$ cat src/rtl/nl_pkg.sv
package nl_pkg;
  localparam int unsigned REG_AW = 2;
  localparam logic [REG_AW-1:0] ADDR_STATUS = 2'd0;
  localparam logic [REG_AW-1:0] ADDR_MASK   = 2'd1;
  localparam logic [REG_AW-1:0] ADDR_PHASE  = 2'd2;

  typedef struct packed {
    logic act_stall;
    logic app_stall;
  } stall_pair_t;
endpackage

$ cat src/rtl/nl_stall_timer.sv
module nl_stall_timer #(
  parameter int unsigned TW = 16
) (
  input  logic          clk,
  input  logic          rst_n,
  input  logic          tick,
  input  logic          strobe,
  input  logic [TW-1:0] limit,
  output logic          stall_nx
);
  logic [TW-1:0] cnt_q, cnt_d;
  logic          cnt_en;

  always_comb begin
    cnt_en = strobe | (tick & (cnt_q < limit));
    if (strobe) cnt_d = '0;
    else if (tick && (cnt_q < limit)) cnt_d = cnt_q + 1'b1;
    else cnt_d = cnt_q;
  end

  always_ff @(posedge clk or negedge rst_n) begin
    if (!rst_n) cnt_q <= '0;
    else if (cnt_en) cnt_q <= cnt_d;
  end

  // Stall is judged on the value that is about to be loaded.
  assign stall_nx = (cnt_d >= limit);

  assert_reload_on_strobe_R1: assert property (@(posedge clk) disable iff (!rst_n)
    strobe |=> (cnt_q == '0));
  assert_hold_without_tick_R1: assert property (@(posedge clk) disable iff (!rst_n)
    (!tick && !strobe) |=> $stable(cnt_q));
endmodule

$ cat src/rtl/nl_phase.sv
module nl_phase
  import nl_pkg::*;
#(
  parameter int unsigned TW = 16
) (
  input  logic          clk,
  input  logic          rst_n,
  input  logic          tick,
  input  logic          act_inc,
  input  logic          app_inc,
  input  logic [TW-1:0] act_limit,
  input  logic [TW-1:0] app_limit,
  output logic          nl_q,
  output logic          flip,
  output logic          acc_en
);
  stall_pair_t st;
  logic act_on, app_on, hit, nl_d;

  nl_stall_timer #(.TW(TW)) u_act_tmr (
    .clk(clk), .rst_n(rst_n), .tick(tick), .strobe(act_inc),
    .limit(act_limit), .stall_nx(st.act_stall)
  );

  nl_stall_timer #(.TW(TW)) u_app_tmr (
    .clk(clk), .rst_n(rst_n), .tick(tick), .strobe(app_inc),
    .limit(app_limit), .stall_nx(st.app_stall)
  );

  always_comb begin
    act_on = |act_limit;
    app_on = |app_limit;
    hit    = (act_on & act_inc) | (app_on & app_inc);
    nl_d   = (act_on | app_on)
           & (~act_on | st.act_stall)
           & (~app_on | st.app_stall);
    flip   = nl_d ^ nl_q;
    acc_en = ~nl_q | hit;
  end

  always_ff @(posedge clk or negedge rst_n) begin
    if (!rst_n) nl_q <= 1'b0;
    else        nl_q <= nl_d;
  end

  assert_strobe_exits_R2: assert property (@(posedge clk) disable iff (!rst_n)
    (nl_q && hit) |=> !nl_q);
  assert_gate_low_in_noload_R3: assert property (@(posedge clk) disable iff (!rst_n)
    (nl_q && !act_inc && !app_inc) |-> !acc_en);
  assert_both_zero_disables_R4: assert property (@(posedge clk) disable iff (!rst_n)
    (act_limit == '0 && app_limit == '0) |=> !nl_q);
endmodule

$ cat src/rtl/nl_irq_regs.sv
module nl_irq_regs
  import nl_pkg::*;
#(
  parameter int unsigned NPH = 3,
  parameter int unsigned DW  = 8
) (
  input  logic              clk,
  input  logic              rst_n,
  input  logic              event_any,
  input  logic [NPH-1:0]    ph_state,
  input  logic              reg_wr,
  input  logic [REG_AW-1:0] reg_addr,
  input  logic [DW-1:0]     reg_wdata,
  output logic [DW-1:0]     reg_rdata,
  output logic              status,
  output logic              irq_n
);
  logic sts_q, sts_d, msk_q, msk_d, clr_wr, msk_wr;

  always_comb begin
    clr_wr = reg_wr && (reg_addr == ADDR_STATUS) && reg_wdata[0];
    msk_wr = reg_wr && (reg_addr == ADDR_MASK);
    // New events win over a coincident clear.
    sts_d  = event_any | (sts_q & ~clr_wr);
    msk_d  = msk_wr ? reg_wdata[0] : msk_q;
  end

  always_ff @(posedge clk or negedge rst_n) begin
    if (!rst_n) begin
      sts_q <= 1'b0;
      msk_q <= 1'b0;
    end else begin
      sts_q <= sts_d;
      if (msk_wr) msk_q <= msk_d;
    end
  end

  always_comb begin
    reg_rdata = '0;
    case (reg_addr)
      ADDR_STATUS: reg_rdata[0] = sts_q;
      ADDR_MASK:   reg_rdata[0] = msk_q;
      ADDR_PHASE:  reg_rdata[NPH-1:0] = ph_state;
      default:     reg_rdata = '0;
    endcase
  end

  assign status = sts_q;
  assign irq_n  = ~(sts_q & msk_q);

  assert_event_sets_status_R7: assert property (@(posedge clk) disable iff (!rst_n)
    event_any |=> sts_q);
  assert_clear_works_R9: assert property (@(posedge clk) disable iff (!rst_n)
    (clr_wr && !event_any) |=> !sts_q);
  assert_mask_holds_R8: assert property (@(posedge clk) disable iff (!rst_n)
    !msk_wr |=> $stable(msk_q));
endmodule

$ cat src/rtl/nl_detect.sv
module nl_detect
  import nl_pkg::*;
#(
  parameter int unsigned NPH = 3,
  parameter int unsigned TW  = 16,
  parameter int unsigned DW  = 8
) (
  input  logic              clk,
  input  logic              rst_n,
  input  logic              tick,
  input  logic [NPH-1:0]    act_inc,
  input  logic [NPH-1:0]    app_inc,
  input  logic [TW-1:0]     act_limit,
  input  logic [TW-1:0]     app_limit,
  input  logic              reg_wr,
  input  logic [REG_AW-1:0] reg_addr,
  input  logic [DW-1:0]     reg_wdata,
  output logic [DW-1:0]     reg_rdata,
  output logic [NPH-1:0]    phase_state,
  output logic              status,
  output logic              irq_n,
  output logic [NPH-1:0]    act_acc_en
);
  logic [NPH-1:0] flips;

  for (genvar p = 0; p < NPH; p++) begin : g_ph
    nl_phase #(.TW(TW)) u_phase (
      .clk(clk), .rst_n(rst_n), .tick(tick),
      .act_inc(act_inc[p]), .app_inc(app_inc[p]),
      .act_limit(act_limit), .app_limit(app_limit),
      .nl_q(phase_state[p]), .flip(flips[p]), .acc_en(act_acc_en[p])
    );
  end

  nl_irq_regs #(.NPH(NPH), .DW(DW)) u_regs (
    .clk(clk), .rst_n(rst_n), .event_any(|flips), .ph_state(phase_state),
    .reg_wr(reg_wr), .reg_addr(reg_addr), .reg_wdata(reg_wdata),
    .reg_rdata(reg_rdata), .status(status), .irq_n(irq_n)
  );

  assert_state_change_flags_R6: assert property (@(posedge clk) disable iff (!rst_n)
    (phase_state != $past(phase_state)) |-> status);
endmodule

$ cat config.mk
export PLATFORM = sky130hd
export DESIGN_NAME = nl_detect
export DESIGN_NICKNAME = d
export VERILOG_FILES = /design/src/rtl/nl_pkg.sv /design/src/rtl/nl_stall_timer.sv /design/src/rtl/nl_phase.sv /design/src/rtl/nl_irq_regs.sv /design/src/rtl/nl_detect.sv
export SDC_FILE = /design/constraint.sdc
export NUM_CORES = 1
export LEC_CHECK = 0
export BUFFER_PORTS_ARGS = -buffer_cell sky130_fd_sc_hd__buf_2
export CAP_MARGIN = 10
export CORE_MARGIN = 4
export CORE_UTILIZATION = 60
export DETAILED_ROUTE_END_ITERATION = 10
export GPL_TIMING_DRIVEN = 1
export PLACE_DENSITY = 0.87
export SYNTH_ARGS = -nofsm -noshare
export SYNTH_HDL_FRONTEND = slang
export SYNTH_HIERARCHICAL = 1
export SYNTH_SLANG_ARGS = --single-unit
$ cat constraint.sdc
create_clock -name clk -period 5.6 [get_ports clk]
set_clock_uncertainty 0.1 [all_clocks]
set_input_delay 0.28 -clock clk [delete_from_list [all_inputs] [get_ports clk]]
set_output_delay 0.28 -clock clk [all_outputs]
set_load 0.01 [all_outputs]
# Yosys cells after proc, flatten, opt, wreduce, memory -nomap -nowiden
# Index checks and enable logic that the tools add are counted.
# classes
addsub,6
multipliers,0
n_div,0
n_lt_le_gt_ge,12
eq_ne,2
shifts,0
n_mux,14
bitwise,50
n_reduce_logical,13
# ops
cell,count
$mux 16,12
$add 16x1->16 const B,6
$ge 16x16->1,6
$lt 16x16->1,6
$reduce_or 16->1,2
$and 1x1->1,20
$or 1x1->1,20
$logic_and 1x1->1,9
$not 1->1,7
$pmux 1 s3,1
$reduce_or 3->1,1
$xor 1x1->1,3
$eq 2x1->1 const B,1
$eq 2x2->1 const B,1
$logic_not 2->1,1
$mux 2,1
# word_totals
ff_bits,101
latchBits,0
ramBits,0
romBits,0
out_inout_bits,16
word_cells,108
mem_count,0

# Logic depth before layout (Yosys ltp)
# logic_depth
depth_word,11
mapped_depth,22
ltp_nobuf,20

# Modules after synthesis
# The synthesis kept the hierarchy.
# by_module_without_submodules
module,n_inst,cells_per_inst,area_each_um2
nl_stall_timer at g_ph[0].u_phase.u_act_tmr ...,2,196,1686.6
nl_stall_timer at g_ph[0].u_phase.u_app_tmr ...,2,196,1661.6
nl_stall_timer at g_ph[2].u_phase.u_app_tmr,1,198,1705.4
nl_stall_timer at g_ph[1].u_phase.u_act_tmr,1,193,1657.8
nl_phase,3,18,183.9
nl_irq_regs,1,18,178.9
nl_detect,1,1,6.3

# Worst setup path before layout
# No wires, ideal clock.
# synth_timing
kind,register to register
startpoint,register g_ph[0].u_phase.u_app_tmr.cnt_q[5]
endpoint,register u_regs.sts_q (netlist: u_regs/status)
setup_time_ns,0.118
arrival_time_ns,4.251
required_ns,5.382
path_slack_ns,1.131
path_stages_with_launch,20
path_buffers,0
period_less_slack_ns,4.469
path_cell_list,dfrtp_1 ha_1 a21o_1 a21o_2 a221oi_2 and2_2 xnor2_1 or2_2 ha_1 nand2b_1 a21o_1 a21o_1 a21oi_1 o21ai_0 a41o_1 a41oi_1 a211oi_2 xor2_1 or3_1 a21o_1
# synth_lines
item,line,rtl
from (decl),nl_stall_timer.sv:11,"logic [TW-1:0] cnt_q, cnt_d;"
from (signal assigned),nl_stall_timer.sv:23,else if (cnt_en) cnt_q <= cnt_d;
to (signal assigned),nl_irq_regs.sv:33,sts_q <= sts_d;
to (decl),nl_irq_regs.sv:18,"logic sts_q, sts_d, msk_q, msk_d, clr_wr, msk_wr;"

==> results.json <==
{
  "outcome": "finished clean",
  "dieArea_sq_um": 20200,
  "synth_area_sq_um": 10800,
  "layout-drive-gt1-share_pct": 12.6,
  "cts_max_path_buffers": 2,
  "relSlewSlack_pct": 45.7,
  "arrival_ns": 5.16,
  "io_buffers": 55,
  "vias": 9898,
  "max_freq_mhz": 200,
  "tns_ns": 0,
  "dp_hpwl_um": 20200,
  "finalHoldViolations": 0,
  "ys_types": 70,
  "coreArea_sq_um": 17500,
  "synth_edf_count": 0,
  "rsz0062_at_grt": "no",
  "cp_top_family": "compound AO/OA/AOI/OAI gates",
  "cts.sinks": 101,
  "nets": 1539,
  "die_h_um": 142,
  "cts_setup_buffers": 0,
  "cp.required_ns": 5.75,
  "rows": 48,
  "route.detailed.drc": 0,
  "ioPinCount": 68,
  "ys_seq_elements": 101,
  "p_per_area_nw_per_um2": 151,
  "fin_crit_ns": 5.01,
  "avgSynthCellArea_sq_um": 8.65,
  "yosys_warnings": 6,
  "maxCapViolCount": 0,
  "design_area_sq_um": 11600,
  "critical_path_class": "reg -> reg",
  "crit_path_start_kind": "flop",
  "n_antenna_cell": 0,
  "grt-ovfl-total": 0,
  "critPathBufInv": 0,
  "htreeDepth": 3,
  "async_reset_ff_share_pct": 100,
  "slew_violations": 0,
  "grt_usage_pct": 26.5,
  "power.leakage_nw": 5.76,
  "place_area_sq_um": 11200,
  "firstDrtPassIters": 5,
  "worst_slew_pin_slew_ns": 0.815,
  "grt_pass1_vias": 9630,
  "path_common_cell": "a21o_1",
  "cts_buffers": 9,
  "critPathLaunch": "g_ph[1].u_phase/u_act_tmr/cnt_q[1]",
  "grt_pass1_wl_um": 44600,
  "postSynthCellCount": 1248,
  "viasPerCell": 6.49,
  "area_delta_synth_final_pct": 7.21,
  "place_congestion": 0.918,
  "die_w_um": 142,
  "cp_max_fo": 7,
  "drt-initial-drc-count": 594,
  "slowest_stage": "dfrtp_1",
  "cts_tree": "built",
  "grt_max_degree": 63,
  "crit_chain": "ha_1 > a2111o_1 > a311oi_4 > o21ai_1 > or3_1 > a21oi_1 > ha_1 > a21o_1 > a21o_1 > a21oi_1 > o211ai_1 > a41o_1 > a41oi_1 > a211oi_2 > xor2_1 > or3_1 > a21o_1",
  "setup_viol": 0,
  "hold_path_class": "in -> reg",
  "cts_root_buf": "clkbuf_16",
  "synth_ff_type": "dfrtp_1",
  "clk_latency_ns": 0.35,
  "wl_um": 26900,
  "cp-end-kind": "flop",
  "antenna_found_initial": 0,
  "detail-route-antenna-nets": 0,
  "routedWlPerCell_um": 17.6,
  "peakVddDrop_uv": 178,
  "worstHoldStart": "reg_wdata[0]",
  "clkTransAtPathRegs_ns": 0.07,
  "cpPeakStageDelay_ns": 0.45,
  "initial_core_util_pct": 61.8,
  "r2r-start": "g_ph[1].u_phase/u_act_tmr/cnt_q[1]",
  "ys_seq_area_share_pct": 23.4,
  "post-route-period-util_pct": 89.4
}
-- layer usage --
layer	global-route usage (%)	up-vias	routed length, um
met5	0	-	0
met4	10.0	0	943
met3	5.48	96	2100
met2	43.6	402	12500
met1	34.5	4647	11300
li1	-	4753	-
-- sequential cells by signal, summed over array words and instances, names as in the netlist --
name and cells:
u_regs/msk_q 1, g_ph.u_phase/u_act_tmr/cnt_q 48, g_ph.u_phase/nl_q 3, u_regs/status 1, g_ph.u_phase/u_app_tmr/cnt_q 48
-- where the power goes --
group	internal [W]	switching (W)	total [W]
sequential	0.000739	0.0000167	0.000756
combinational	0.000109	0.000197	0.000306
clock	0.000385	0.000296	0.000681
-- stage by stage --
step                      std cells  setup slack [ns]  hold slack [ns]  total power [W]  utilization, %
after floorplan                1252              1.13           -0.116         0.000961               -
after global placement         1508             0.593            0.206          0.00106            64.3
after detailed placement       1508             0.440            0.206          0.00107            64.3
after CTS                      1525             0.629           0.0698          0.00176            66.2
after global routing           1525             0.304           0.0748          0.00183            66.2
final                          1525             0.593           0.0802          0.00174            66.2
-- cells in the mapped netlist (5+ instances only) --
| cell | n | area share, % |
|---|---|---|
| or4_1 | 12 | 0.83 |
| o21ai_0 | 61 | 2.8 |
| nand2_1 | 62 | 2.2 |
| o31ai_1 | 26 | 1.8 |
| nand4_1 | 36 | 2.1 |
| dfrtp_1 | 101 | 23 |
| a211oi_1 | 6 | 0.42 |
| or2_2 | 9 | 0.52 |
| buf_4 | 5 | 0.35 |
| nand2b_1 | 11 | 0.64 |
| nor2b_1 | 31 | 1.8 |
| a21o_1 | 33 | 2.3 |
| mux2i_1 | 7 | 0.65 |
| nor3_1 | 16 | 0.74 |
| and3_1 | 9 | 0.52 |
| o211ai_1 | 10 | 0.70 |
| or3_1 | 24 | 1.4 |
| o21a_1 | 9 | 0.63 |
| and2_1 | 6 | 0.35 |
| a41oi_1 | 6 | 0.49 |
| and4_2 | 6 | 0.56 |
| ha_1 | 192 | 22 |
| mux2_1 | 8 | 0.83 |
| nor2_1 | 75 | 2.6 |
| nand3_1 | 57 | 2.6 |
| clkbuf_1 | 19 | 0.66 |
| nor4_2 | 10 | 1.2 |
| nor4_1 | 18 | 1.0 |
| or4_4 | 20 | 2.1 |
| xnor2_1 | 11 | 0.89 |
| inv_1 | 114 | 4.0 |
| xor2_1 | 19 | 1.5 |
| a21oi_1 | 139 | 6.4 |
-- placed cells by master, fill, tap and decap left out, types with 33 or more instances in the layout --
cell / synthesis / routed
dfrtp_1: 101 / 101
inv_1: 114 / 114
nor2_1: 75 / 75
o21ai_0: 61 / 61
nand4_1: 36 / 36
a21o_1: 33 / 33
a21oi_1: 139 / 139
ha_1: 192 / 192
nand2_1: 62 / 62
nand3_1: 57 / 57
buf_2: 0 / 54
-- cell families after synthesis --
family / share of synthesized area [%]
simple gates: 24.1
compound gates: 20.4
fa+ha+maj: 22.3
buf+inv: 5.55
flops: 23.4
xor+xnor: 2.43
mux: 1.83
other cells: 0.0347
-- layout make-up --
cell class	instances	area, sq um
Inverter	114	428
Fill cell	1392	5900
Clock buffer	12	267
Timing Repair Buffer	62	333
Multi-Input combinational cell	1007	7680
Clock inverter	4	53.8
Tap cell	225	282
Sequential cell	101	2530
-- path summary, 6_finish.rpt --
kind / end / slack [ns] / cells past startpoint
max reg2reg: u_regs/status / 0.59 / 17
max in group asynchronous: g_ph[0].u_phase/u_act_tmr/cnt_q[8] / 3.83 / 3
max: u_regs/status / 0.59 / 17
min: u_regs/msk_q / 0.08 / 2
min in group asynchronous: g_ph[0].u_phase/u_app_tmr/cnt_q[11] / 0.36 / 2
min reg2reg: u_regs/status / 0.44 / 1
-- timing repair --
| action | 4_1_cts | 5_1_grt |
|---|---|---|
| hold buffers | 1 | 0 |
| resized for setup | 0 | 0 |
| hold endpoints to repair | 39 | 0 |
No activity file was read; power rests on OpenSTA's default activity.
